**src/rtl/ptp_tod_pkg.sv**
```systemverilog
`timescale 1ns/1ps
package ptp_tod_pkg;
   localparam int unsigned NS_PER_SEC = 1_000_000_000;
   localparam int unsigned NS_W       = 30;
   localparam int unsigned ADDR_W     = 4;

   localparam logic [ADDR_W-1:0] A_INC_NS  = 4'd0;
   localparam logic [ADDR_W-1:0] A_INC_SUB = 4'd1;
   localparam logic [ADDR_W-1:0] A_SEC_HI  = 4'd2;
   localparam logic [ADDR_W-1:0] A_SEC_LO  = 4'd3;
   localparam logic [ADDR_W-1:0] A_NS      = 4'd4;
   localparam logic [ADDR_W-1:0] A_ADJ     = 4'd5;

   // scrambled fractional step: reg[15:0] = frac[23:8], reg[31:24] = frac[7:0]
   function automatic logic [23:0] sub_unpack(input logic [31:0] w);
      return {w[15:0], w[31:24]};
   endfunction

   function automatic logic [31:0] sub_pack(input logic [23:0] f);
      return {f[7:0], 8'h00, f[23:8]};
   endfunction
endpackage

```
**src/rtl/ptp_tod_incr.sv**
```systemverilog
`timescale 1ns/1ps
module ptp_tod_incr
   import ptp_tod_pkg::*;
#(
   parameter int unsigned INC_W  = 8,
   parameter int unsigned FRAC_W = 24,
   parameter logic [INC_W-1:0]  RST_INC_NS   = 4,
   parameter logic [FRAC_W-1:0] RST_INC_FRAC = '0
) (
   input  logic              clk,
   input  logic              rst_n,
   input  logic              wr_ns,
   input  logic              wr_sub,
   input  logic [31:0]       wdata,
   output logic [INC_W-1:0]  inc_ns,
   output logic [FRAC_W-1:0] inc_frac
);
   logic unused_incr;
   assign unused_incr = ^wdata[23:16];

   always_ff @(posedge clk) begin
      if (!rst_n) begin
         inc_ns   <= RST_INC_NS;
         inc_frac <= RST_INC_FRAC;
      end else begin
         if (wr_ns)  inc_ns   <= wdata[INC_W-1:0];
         if (wr_sub) inc_frac <= sub_unpack(wdata);
      end
   end
endmodule

```
**src/rtl/ptp_tod_core.sv**
```systemverilog
`timescale 1ns/1ps
module ptp_tod_core
   import ptp_tod_pkg::*;
#(
   parameter int unsigned SEC_W  = 48,
   parameter int unsigned INC_W  = 8,
   parameter int unsigned FRAC_W = 24
) (
   input  logic              clk,
   input  logic              rst_n,
   input  logic [INC_W-1:0]  inc_ns,
   input  logic [FRAC_W-1:0] inc_frac,
   input  logic              load_en,
   input  logic [SEC_W-1:0]  load_sec,
   input  logic [NS_W-1:0]   load_ns,
   input  logic              adj_en,
   input  logic              adj_neg,
   input  logic [NS_W-1:0]   adj_mag,
   output logic [SEC_W-1:0]  tod_sec,
   output logic [NS_W-1:0]   tod_ns,
   output logic [FRAC_W-1:0] tod_frac
);
   localparam logic [31:0] BILLION = 32'(NS_PER_SEC);

   logic [FRAC_W:0] frac_sum;
   logic [31:0] ns_sum, ns_wrap, mag_ns, add_sum, add_fix, sub_fix, ld_fix;
   logic tick_wrap, mag_big, add_wrap, sub_borrow;
   logic [SEC_W-1:0]  sec_nxt;
   logic [NS_W-1:0]   ns_nxt;
   logic [FRAC_W-1:0] frac_nxt;

   always_comb begin
      // regular step
      frac_sum  = {1'b0, tod_frac} + {1'b0, inc_frac};
      ns_sum    = 32'(tod_ns) + 32'(inc_ns) + 32'(frac_sum[FRAC_W]);
      tick_wrap = ns_sum >= BILLION;
      ns_wrap   = tick_wrap ? ns_sum - BILLION : ns_sum;
      // one-shot offset: split into whole second and remainder
      mag_big    = 32'(adj_mag) >= BILLION;
      mag_ns     = mag_big ? 32'(adj_mag) - BILLION : 32'(adj_mag);
      add_sum    = 32'(tod_ns) + mag_ns;
      add_wrap   = add_sum >= BILLION;
      add_fix    = add_wrap ? add_sum - BILLION : add_sum;
      sub_borrow = 32'(tod_ns) < mag_ns;
      sub_fix    = 32'(tod_ns) - mag_ns + (sub_borrow ? BILLION : 32'd0);
      // atomic load
      ld_fix = (32'(load_ns) >= BILLION) ? 32'(load_ns) - BILLION : 32'(load_ns);

      if (load_en) begin
         sec_nxt  = load_sec;
         ns_nxt   = ld_fix[NS_W-1:0];
         frac_nxt = '0;
      end else if (adj_en) begin
         frac_nxt = tod_frac;
         if (adj_neg) begin
            sec_nxt = tod_sec - SEC_W'(mag_big) - SEC_W'(sub_borrow);
            ns_nxt  = sub_fix[NS_W-1:0];
         end else begin
            sec_nxt = tod_sec + SEC_W'(mag_big) + SEC_W'(add_wrap);
            ns_nxt  = add_fix[NS_W-1:0];
         end
      end else begin
         sec_nxt  = tod_sec + SEC_W'(tick_wrap);
         ns_nxt   = ns_wrap[NS_W-1:0];
         frac_nxt = frac_sum[FRAC_W-1:0];
      end
   end

   logic unused_core;
   assign unused_core = ^{ns_wrap[31:NS_W], add_fix[31:NS_W], sub_fix[31:NS_W], ld_fix[31:NS_W]};

   always_ff @(posedge clk) begin
      if (!rst_n) begin
         tod_sec  <= '0;
         tod_ns   <= '0;
         tod_frac <= '0;
      end else begin
         tod_sec  <= sec_nxt;
         tod_ns   <= ns_nxt;
         tod_frac <= frac_nxt;
      end
   end
endmodule

```
**src/rtl/ptp_tod_capture.sv**
```systemverilog
`timescale 1ns/1ps
module ptp_tod_capture
   import ptp_tod_pkg::*;
#(
   parameter int unsigned N_CAP = 4
) (
   input  logic                       clk,
   input  logic                       rst_n,
   input  logic [N_CAP-1:0]           strobe,
   input  logic [31:0]                sec_lo,
   input  logic [NS_W-1:0]            ns,
   output logic [N_CAP-1:0][31:0]     cap_sec,
   output logic [N_CAP-1:0][NS_W-1:0] cap_ns
);
   for (genvar k = 0; k < N_CAP; k++) begin : g_slot
      always_ff @(posedge clk) begin
         if (!rst_n) begin
            cap_sec[k] <= '0;
            cap_ns[k]  <= '0;
         end else if (strobe[k]) begin
            cap_sec[k] <= sec_lo;
            cap_ns[k]  <= ns;
         end
      end
   end
endmodule

```
**src/rtl/ptp_tod_counter.sv**
```systemverilog
`timescale 1ns/1ps
module ptp_tod_counter
   import ptp_tod_pkg::*;
#(
   parameter int unsigned SEC_W  = 48,
   parameter int unsigned INC_W  = 8,
   parameter int unsigned FRAC_W = 24,
   parameter int unsigned N_CAP  = 4,
   parameter logic [INC_W-1:0]  RST_INC_NS   = 4,
   parameter logic [FRAC_W-1:0] RST_INC_FRAC = '0
) (
   input  logic              clk,
   input  logic              rst_n,
   input  logic              bus_wr,
   input  logic              bus_rd,
   input  logic [3:0]        bus_addr,
   input  logic [31:0]       bus_wdata,
   output logic [31:0]       bus_rdata,
   input  logic [N_CAP-1:0]  cap_strobe
);
   localparam int unsigned SEC_HI_W = SEC_W - 32;

   if (SEC_W < 33 || SEC_W > 64) begin : g_bad_sec
      $error("SEC_W must be 33..64");
   end
   if (FRAC_W != 24) begin : g_bad_frac
      $error("FRAC_W must be 24 to match the scrambled layout");
   end
   if (INC_W < 1 || INC_W > 8) begin : g_bad_inc
      $error("INC_W must be 1..8");
   end
   if (N_CAP < 1 || N_CAP > 4) begin : g_bad_cap
      $error("N_CAP must be 1..4");
   end

   logic [INC_W-1:0]  inc_ns;
   logic [FRAC_W-1:0] inc_frac;
   logic [SEC_W-1:0]  tod_sec;
   logic [NS_W-1:0]   tod_ns;
   logic [FRAC_W-1:0] tod_frac;
   logic [N_CAP-1:0][31:0]     cap_sec;
   logic [N_CAP-1:0][NS_W-1:0] cap_ns;

   logic [SEC_HI_W-1:0] stage_hi, shadow_hi;
   logic [31:0]         stage_lo;
   logic [NS_W-1:0]     shadow_ns;
   logic [31:0]         rd_val;
   logic [1:0]          slot;

   wire wr_hit_ns  = bus_wr && bus_addr == A_NS;
   wire wr_hit_adj = bus_wr && bus_addr == A_ADJ;

   ptp_tod_incr #(
      .INC_W(INC_W), .FRAC_W(FRAC_W),
      .RST_INC_NS(RST_INC_NS), .RST_INC_FRAC(RST_INC_FRAC)
   ) u_incr (
      .clk(clk), .rst_n(rst_n),
      .wr_ns(bus_wr && bus_addr == A_INC_NS),
      .wr_sub(bus_wr && bus_addr == A_INC_SUB),
      .wdata(bus_wdata), .inc_ns(inc_ns), .inc_frac(inc_frac)
   );

   ptp_tod_core #(.SEC_W(SEC_W), .INC_W(INC_W), .FRAC_W(FRAC_W)) u_core (
      .clk(clk), .rst_n(rst_n), .inc_ns(inc_ns), .inc_frac(inc_frac),
      .load_en(wr_hit_ns), .load_sec({stage_hi, stage_lo}), .load_ns(bus_wdata[NS_W-1:0]),
      .adj_en(wr_hit_adj), .adj_neg(bus_wdata[31]), .adj_mag(bus_wdata[NS_W-1:0]),
      .tod_sec(tod_sec), .tod_ns(tod_ns), .tod_frac(tod_frac)
   );

   ptp_tod_capture #(.N_CAP(N_CAP)) u_cap (
      .clk(clk), .rst_n(rst_n), .strobe(cap_strobe),
      .sec_lo(tod_sec[31:0]), .ns(tod_ns), .cap_sec(cap_sec), .cap_ns(cap_ns)
   );

   logic unused_top;
   assign unused_top = ^{bus_wdata[30], tod_frac};

   always_comb begin
      rd_val = '0;
      slot   = bus_addr[2:1];
      if (bus_addr[3]) begin
         if (32'(slot) < N_CAP)
            rd_val = bus_addr[0] ? 32'(cap_ns[slot]) : cap_sec[slot];
      end else begin
         case (bus_addr)
            A_INC_NS:  rd_val = 32'(inc_ns);
            A_INC_SUB: rd_val = sub_pack(inc_frac);
            A_SEC_HI:  rd_val = 32'(shadow_hi);
            A_SEC_LO:  rd_val = tod_sec[31:0];
            A_NS:      rd_val = 32'(shadow_ns);
            default:   rd_val = '0;
         endcase
      end
   end

   always_ff @(posedge clk) begin
      if (!rst_n) begin
         stage_hi  <= '0;
         stage_lo  <= '0;
         shadow_hi <= '0;
         shadow_ns <= '0;
         bus_rdata <= '0;
      end else begin
         if (bus_wr && bus_addr == A_SEC_HI) stage_hi <= bus_wdata[SEC_HI_W-1:0];
         if (bus_wr && bus_addr == A_SEC_LO) stage_lo <= bus_wdata;
         if (bus_rd) begin
            bus_rdata <= rd_val;
            if (bus_addr == A_SEC_LO) begin
               shadow_hi <= tod_sec[SEC_W-1:32];
               shadow_ns <= tod_ns;
            end
         end
      end
   end
endmodule

```
**config.mk**
```make
export PLATFORM = sky130hd
export DESIGN_NAME = ptp_tod_counter
export DESIGN_NICKNAME = d
export VERILOG_FILES = /design/src/rtl/ptp_tod_pkg.sv /design/src/rtl/ptp_tod_incr.sv /design/src/rtl/ptp_tod_core.sv /design/src/rtl/ptp_tod_capture.sv /design/src/rtl/ptp_tod_counter.sv
export SDC_FILE = /design/constraint.sdc
export NUM_CORES = 2
export LEC_CHECK = 0
export ABC_AREA = 0
export BUFFER_PORTS_ARGS = -buffer_cell sky130_fd_sc_hd__clkbuf_2
export CORE_MARGIN = 3
export CORE_UTILIZATION = 25
export DETAILED_ROUTE_END_ITERATION = 16
export PLACE_DENSITY = 0.38
export SYNTH_ARGS = -nofsm -noshare
export SYNTH_HDL_FRONTEND = slang
export SYNTH_HIERARCHICAL = 1
export SYNTH_SLANG_ARGS = --single-unit
```
**constraint.sdc**
```tcl
create_clock -name clk -period 8.17 [get_ports clk]
set_input_delay 0.817 -clock clk [delete_from_list [all_inputs] [get_ports clk]]
set_output_delay 0.817 -clock clk [all_outputs]
set_load 0.03 [all_outputs]
```
# Yosys cells after proc, flatten, opt, wreduce, memory -nomap -nowiden
# Cells that the tools add are included.
dict set report word_totals {
  ff_bits 508
  out_inout_bits 32
  elab_cells 69
}
dict set report classes {
  n_addsub 14
  order_cmp 5
  n_eq_ne 5
  muxes 17
  n_bitwise 1
  n_reduce_logical 9
}
# op count
set ops {}
lappend ops {{two-way mux 30 bit} 7}
lappend ops {{one-hot mux 32 bit (5 select lines)} 1}
lappend ops {{adder 48 x 1 -> 48 bit} 3}
lappend ops {{two-way mux 48 bit} 3}
lappend ops {{two-way mux 32 bit} 4}
lappend ops {{subtractor 48 x 1 -> 48 bit} 2}
lappend ops {{binary-select mux 32 bit (select 2 bit)} 1}
lappend ops {{>= comparator 32 x 30 -> 1 bit, second input constant} 2}
lappend ops {{binary-select mux 30 bit (select 2 bit)} 1}
lappend ops {{subtractor 30 bit, second input constant} 2}
lappend ops {{adder 30 x 32 -> 32 bit} 1}
lappend ops {{adder 31 x 1 -> 32 bit} 1}
lappend ops {{less-than comparator 30 x 32 -> 1 bit} 1}
lappend ops {{adder 30 x 8 -> 31 bit} 1}
lappend ops {{subtractor 30 x 30 -> 31 bit, second input constant} 1}
lappend ops {{adder 30 bit} 1}
lappend ops {{>= comparator 30 bit, second input constant} 1}
lappend ops {{subtractor 30 bit} 1}
lappend ops {{adder 24 x 24 -> 25 bit} 1}
lappend ops {{equality test 4 x 2 -> 1 bit, second input constant} 2}
lappend ops {{equality test 4 x 3 -> 1 bit, second input constant} 2}
lappend ops {{logical AND 1 bit} 6}
lappend ops {{equality test 4 x 1 -> 1 bit, second input constant} 1}
lappend ops {{logical NOT 4 bit} 1}
lappend ops {{other kinds (4)} 4}

# Depth between registers and ports, before layout
dict set report depth {
  ltp_word 8
  ltp_mapped 39
  ltp_nobuf 38
}

# Hierarchy
# The synthesis kept the hierarchy.
# module n_inst cells_per_inst area_each_um2 seq_area_each_um2
set by_module_without_submodules {}
lappend by_module_without_submodules {ptp_tod_core 1 2107 14911.8 2042.0}
lappend by_module_without_submodules {ptp_tod_capture 1 799 9536.6 4964.8}
lappend by_module_without_submodules {ptp_tod_counter 1 872 7380.8 2522.4}
lappend by_module_without_submodules {ptp_tod_incr 1 103 1228.7 640.6}

# Worst setup path before layout
# OpenSTA, ideal clock, no wires.
dict set report synth_path {
  path_type {input-to-reg}
  start {input bus_wdata[9]}
  end {register u_core.tod_ns[28]}
  setup_ns 0.095
  t_arrival_ns 7.727
  t_required_ns 8.075
  setup_slack_ns 0.347
  stages 38
  n_path_buf 2
  path_cell_list {inv_1 ha_1 nor2b_1 o311a_1 o21ai_1 a21oi_1 o41ai_1 inv_1 o21a_1 clkbuf_1 o21ai_0 xnor2_1 ha_1 clkbuf_1 nor2b_1 o21ai_0 a21oi_1 o21bai_1 (+2 left out) o21bai_1 a21oi_1 nor2_1 inv_1 fa_1 ha_1 a21o_1 a21o_1 a21o_1 a21o_1 a221o_1 o21ai_0 a21oi_1 a31oi_1 xor2_1 a21oi_1 o21ai_0 a221oi_1}
}
dict set report synth_via {
  elab_chain_len 8
  word_cells_on_any_way 14
  classes_between {add/sub: 5; order compare: 3; mux: 6}
}
# element line_no
set synth_lines {}
lappend synth_lines {{start, declared} ptp_tod_counter.sv:17} ;# input logic [31:0] bus_wdata,
lappend synth_lines {{subtractor 30 x 30 -> 31 bit / >= comparator 30 bit (equally long branches)} {ptp_tod_core.sv:40, ptp_tod_core.sv:39, ptp_tod_core.sv:47}}
lappend synth_lines {{two-way mux 32 bit *} ptp_tod_core.sv:40} ;# mag_ns = mag_big ? 32'(adj_mag) - BILLION : 32'(adj_mag);
lappend synth_lines {{adder 30 x 32 -> 32 bit / less-than comparator 30 x 32 -> 1 bit (equally long branches)} {ptp_tod_core.sv:41, ptp_tod_core.sv:44}}
lappend synth_lines {{subtractor 30 bit (tied with other cells)} ptp_tod_core.sv:43} ;# add_fix = add_wrap ? add_sum - BILLION : add_sum;
lappend synth_lines {{two-way mux 30 bit / adder 30 bit (equally long branches)} {ptp_tod_core.sv:43, ptp_tod_core.sv:45}}
lappend synth_lines {{two-way mux 30 bit} ptp_tod_core.sv:55} ;# if (adj_neg) begin
lappend synth_lines {{two-way mux 30 bit} ptp_tod_core.sv:53} ;# end else if (adj_en) begin
lappend synth_lines {{two-way mux 30 bit *} ptp_tod_core.sv:49} ;# if (load_en) begin
lappend synth_lines {{end signal, assigned} ptp_tod_core.sv:79} ;# tod_ns <= ns_nxt;
lappend synth_lines {{end, declared} ptp_tod_core.sv:20} ;# output logic [NS_W-1:0] tod_ns,
# Mark *: on every way between the ends. The rest lies on a longest branch, timed or not.
# A chain may end at the register's enable or synchronous reset.

# Final worst setup path
dict set report layout_path {
  start {register u_incr.inc_frac[0]}
  end {register u_core.tod_sec[32]}
}
dict set report layout_via {
  elab_chain_len 6
}
# element line_no
set layout_lines {}
lappend layout_lines {{start, declared} ptp_tod_incr.sv:16} ;# output logic [FRAC_W-1:0] inc_frac
lappend layout_lines {{start signal, assigned} ptp_tod_incr.sv:27} ;# if (wr_sub) inc_frac <= sub_unpack(wdata);
lappend layout_lines {{adder 24 x 24 -> 25 bit} ptp_tod_core.sv:34} ;# frac_sum = {1'b0, tod_frac} + {1'b0, inc_frac};
lappend layout_lines {{adder 31 x 1 -> 32 bit} ptp_tod_core.sv:35} ;# ns_sum = 32'(tod_ns) + 32'(inc_ns) + 32'(frac_sum[FRAC_W]);
lappend layout_lines {{>= comparator 32 x 30 -> 1 bit} ptp_tod_core.sv:36} ;# tick_wrap = ns_sum >= BILLION;
lappend layout_lines {{adder 48 x 1 -> 48 bit} ptp_tod_core.sv:63} ;# sec_nxt = tod_sec + SEC_W'(tick_wrap);
lappend layout_lines {{two-way mux 48 bit} ptp_tod_core.sv:53}
lappend layout_lines {{two-way mux 48 bit} ptp_tod_core.sv:49}
lappend layout_lines {{end signal, assigned} ptp_tod_core.sv:78} ;# tod_sec <= sec_nxt;
lappend layout_lines {{end, declared} ptp_tod_core.sv:19} ;# output logic [SEC_W-1:0] tod_sec,
# Every way passes these cells.

==> flow_summary.json <==
{
  "cts_tree": "yes",
  "place_inst": 5821,
  "finish.utilization_pct": 30.11,
  "rrSetupSlack_ps": 400,
  "power_density_nw_per_um2": 170.8,
  "max_slew_margin_pct": 32.07,
  "vias": 29870,
  "cp.arrival_ps": 8260,
  "p_total_mw": 6.710,
  "fp.dieW_um": 369.6,
  "critPathMaxFanout": 6,
  "startpoint_type": "flip-flop",
  "ctsHtreeMaxLevel": 2,
  "remaining_drc_errors": 0,
  "globalRouteTotalUtil_pct": 19.31,
  "worst_pin_slew_ps": 1018,
  "multi_input_area_um2": 21180,
  "tns_ps": 0,
  "endpoint_kind": "flip-flop",
  "synth_area_um2": 33060,
  "clk_pin_slew_ps": 60,
  "finalNetCount": 4344,
  "via_per_inst": 5.032,
  "firstDrtPassIters": 5,
  "cts.sinks": 508,
  "fin_crit_ps": 7771,
  "yosysUniqueCellTypes": 107,
  "numCtsBuffers": 61,
  "fin_skew_ps": 24.31,
  "placed_cell_area_um2": 37000,
  "n_fill_cell": 14140,
  "ys.flop_type": "dfxtp_1",
  "required_ps": 8660,
  "cts_root_buf": "clkbuf_16",
  "setup_viol": 0,
  "crit_top_cell": "buf_4",
  "die_area_um2": 136600,
  "maxCapViolCount": 0,
  "cts_hold_buf": 0,
  "gp_congestion": 0.9374,
  "place_ws_ps": -726.0,
  "yosysSeqAreaShare_pct": 30.76,
  "hold_viol": 0,
  "drt_iter0_markers": 2350,
  "fmax_ghz": 0.1287,
  "fp.dieH_um": 369.6,
  "place.detailed.hpwl_um": 98220,
  "avgSynthCellArea_um2": 8.518,
  "finalWirelength_um": 135600,
  "timing.hold.ws_ps": 451.8,
  "slowest_stage": "o41a_1",
  "syn-num-nets": 4081,
  "synth-edff-count": 0,
  "grt_pass1_wl_um": 200800,
  "antenna_left": 0,
  "placement_rows": 132,
  "crit_type": "flip-flop to flip-flop",
  "grt_start_max_net_pins": 203,
  "status": "finished, final reports clean",
  "start_util_pct": 25.34,
  "synth_cells": 3881,
  "synth-seq-cells": 508,
  "wl_per_cell_um": 22.85,
  "n_antenna_cell": 0,
  "timing.final.crit_share_pct": 95.12,
  "stdcell_count": 5936,
  "antenna_found_initial": 3,
  "finalWorstSetupSlack_ps": 398.6,
  "numPortBuffers": 75,
  "ios": 76,
  "area_delta_synth_final_pct": 18.85,
  "min_path_type": "flip-flop to flip-flop",
  "insertion_delay_ps": 650,
  "power.leakage_nw": 15.49,
  "critPathMaxStageDelay_ps": 410,
  "grt_overflow": 0,
  "coreArea_um2": 130500,
  "ys_warn_count": 6,
  "layout-drive-gt1-share_pct": 15.50,
  "stdcell_area_um2": 39290,
  "cts_max_path_buffers": 3,
  "grt_pass1_vias": 29530,
  "maxSlewViolCount": 0,
  "peakVddDrop_uv": 156.7,
  "seq_area_um2": 10170,
  "synthArstFlopShare_pct": 0
}
-- timing repair --
item	4_1_cts	5_1_grt
gates cloned	0	0
buffers inserted	0	2
pin swaps	0	7
endpoints found under the setup margin	1	49
resized for setup	1	31
-- worst max-delay path: cells and delay by family, from the launching register on --
| kind | cells | cell delay (ps) |
|---|---|---|
| AND/OR/NAND/NOR | 8 | 930 |
| flip-flops | 1 | 340 |
| XOR/XNOR | 1 | 50 |
| multiplexers | 1 | 160 |
| adder cells (fa/ha/maj) | 6 | 1520 |
| buffers and inverters | 8 | 1200 |
| AO/OA/AOI/OAI | 18 | 3470 |
-- cell type report --
class | instances | area share [%]
clock buffer | 97 | 4.847
clock inverter | 16 | 0.5860
inverter | 111 | 1.060
multi-input combinational | 3016 | 53.90
sequential | 508 | 25.88
tap | 1742 | 5.547
timing repair buffer | 446 | 8.175
-- power breakdown --
group          leakage [nW]  total, mW  switching [mW]  internal [mW]
Clock                  1.04       2.90            1.15           1.75
Sequential             4.11       2.59          0.0646           2.52
Combinational          10.3       1.22           0.723          0.501
-- placed cells by master (no fill, tap or decap), drive strengths merged, types with 31 or more instances in the layout --
cell type / instances
inv: 110
nand4: 35
nor2b: 308
a21boi: 98
clkbuf: 166
xor2: 61
buf: 377
ha: 133
or3: 32
a22oi: 90
o21a: 32
and3: 37
mux2i: 412
xnor2: 109
a21oi: 198
nor2: 249
o21ai: 155
dfxtp: 508
a31oi: 44
a211oi: 31
nand2: 392
nor4: 33
nor3: 84
nand3: 92
-- final timing paths --
| kind | startpoint | end | cells after the start |
|---|---|---|---|
| min | shadow_ns[18] | shadow_ns[18] | 2 |
| max reg2reg | u_incr/inc_frac[0] | u_core/tod_sec[32] | 42 |
| min reg2reg | shadow_ns[18] | shadow_ns[18] | 2 |
| max | u_incr/inc_frac[0] | u_core/tod_sec[32] | 42 |
-- cells in the mapped netlist, drive strengths merged, types with 44 or more instances --
cell,n,area share (%)
dfxtp,508,31
mux2i,412,12
nand2,392,4.5
nor2b,308,5.8
nor2,249,2.8
a21oi,198,3.0
o21ai,155,2.4
ha,133,5.0
buf,127,3.1
clkbuf,119,1.4
xnor2,109,2.9
inv,108,1.2
a21boi,98,2.2
nand3,92,1.4
a22oi,90,2.0
nor3,84,1.3
xor2,61,1.6
a31oi,44,0.88
-- cell families (layout without fill, tap and decap cells) --
family / after synthesis / count (layout) / share of synthesized area [%]
AOI/OAI and AO/OA: 899 / 899 / 18.85
xor gates and xnor gates: 170 / 170 / 4.527
adders and majority gates: 156 / 156 / 6.427
buffers and inverters: 357 / 670 / 5.726
DFF: 508 / 508 / 30.76
muxes: 423 / 423 / 12.92
and+or+nand+nor: 1368 / 1368 / 20.79
-- registers in the layout (all words and copies together) (netlist names) --
name / flops
bus_rdata: 32
shadow_hi: 16
shadow_ns: 30
stage_hi: 16
stage_lo: 32
u_cap/cap_ns: 120
u_cap/cap_sec: 128
u_core/tod_frac: 24
u_core/tod_ns: 30
u_core/tod_sec: 48
u_incr/inc_frac: 24
u_incr/inc_ns: 8
-- routing by layer --
metal  vias up  global-route usage [%]  routed length (um)  share of wire, %
li1      14400                       -                   -                 -
met1     14690                   27.43               66080                49
met2       646                   31.27               61300                45
met3       142                   2.033                5194               3.8
met4         0                   4.515                3067               2.3
met5         -                       0                   0                 0
Note: power is estimated with default switching activity, not from simulation.
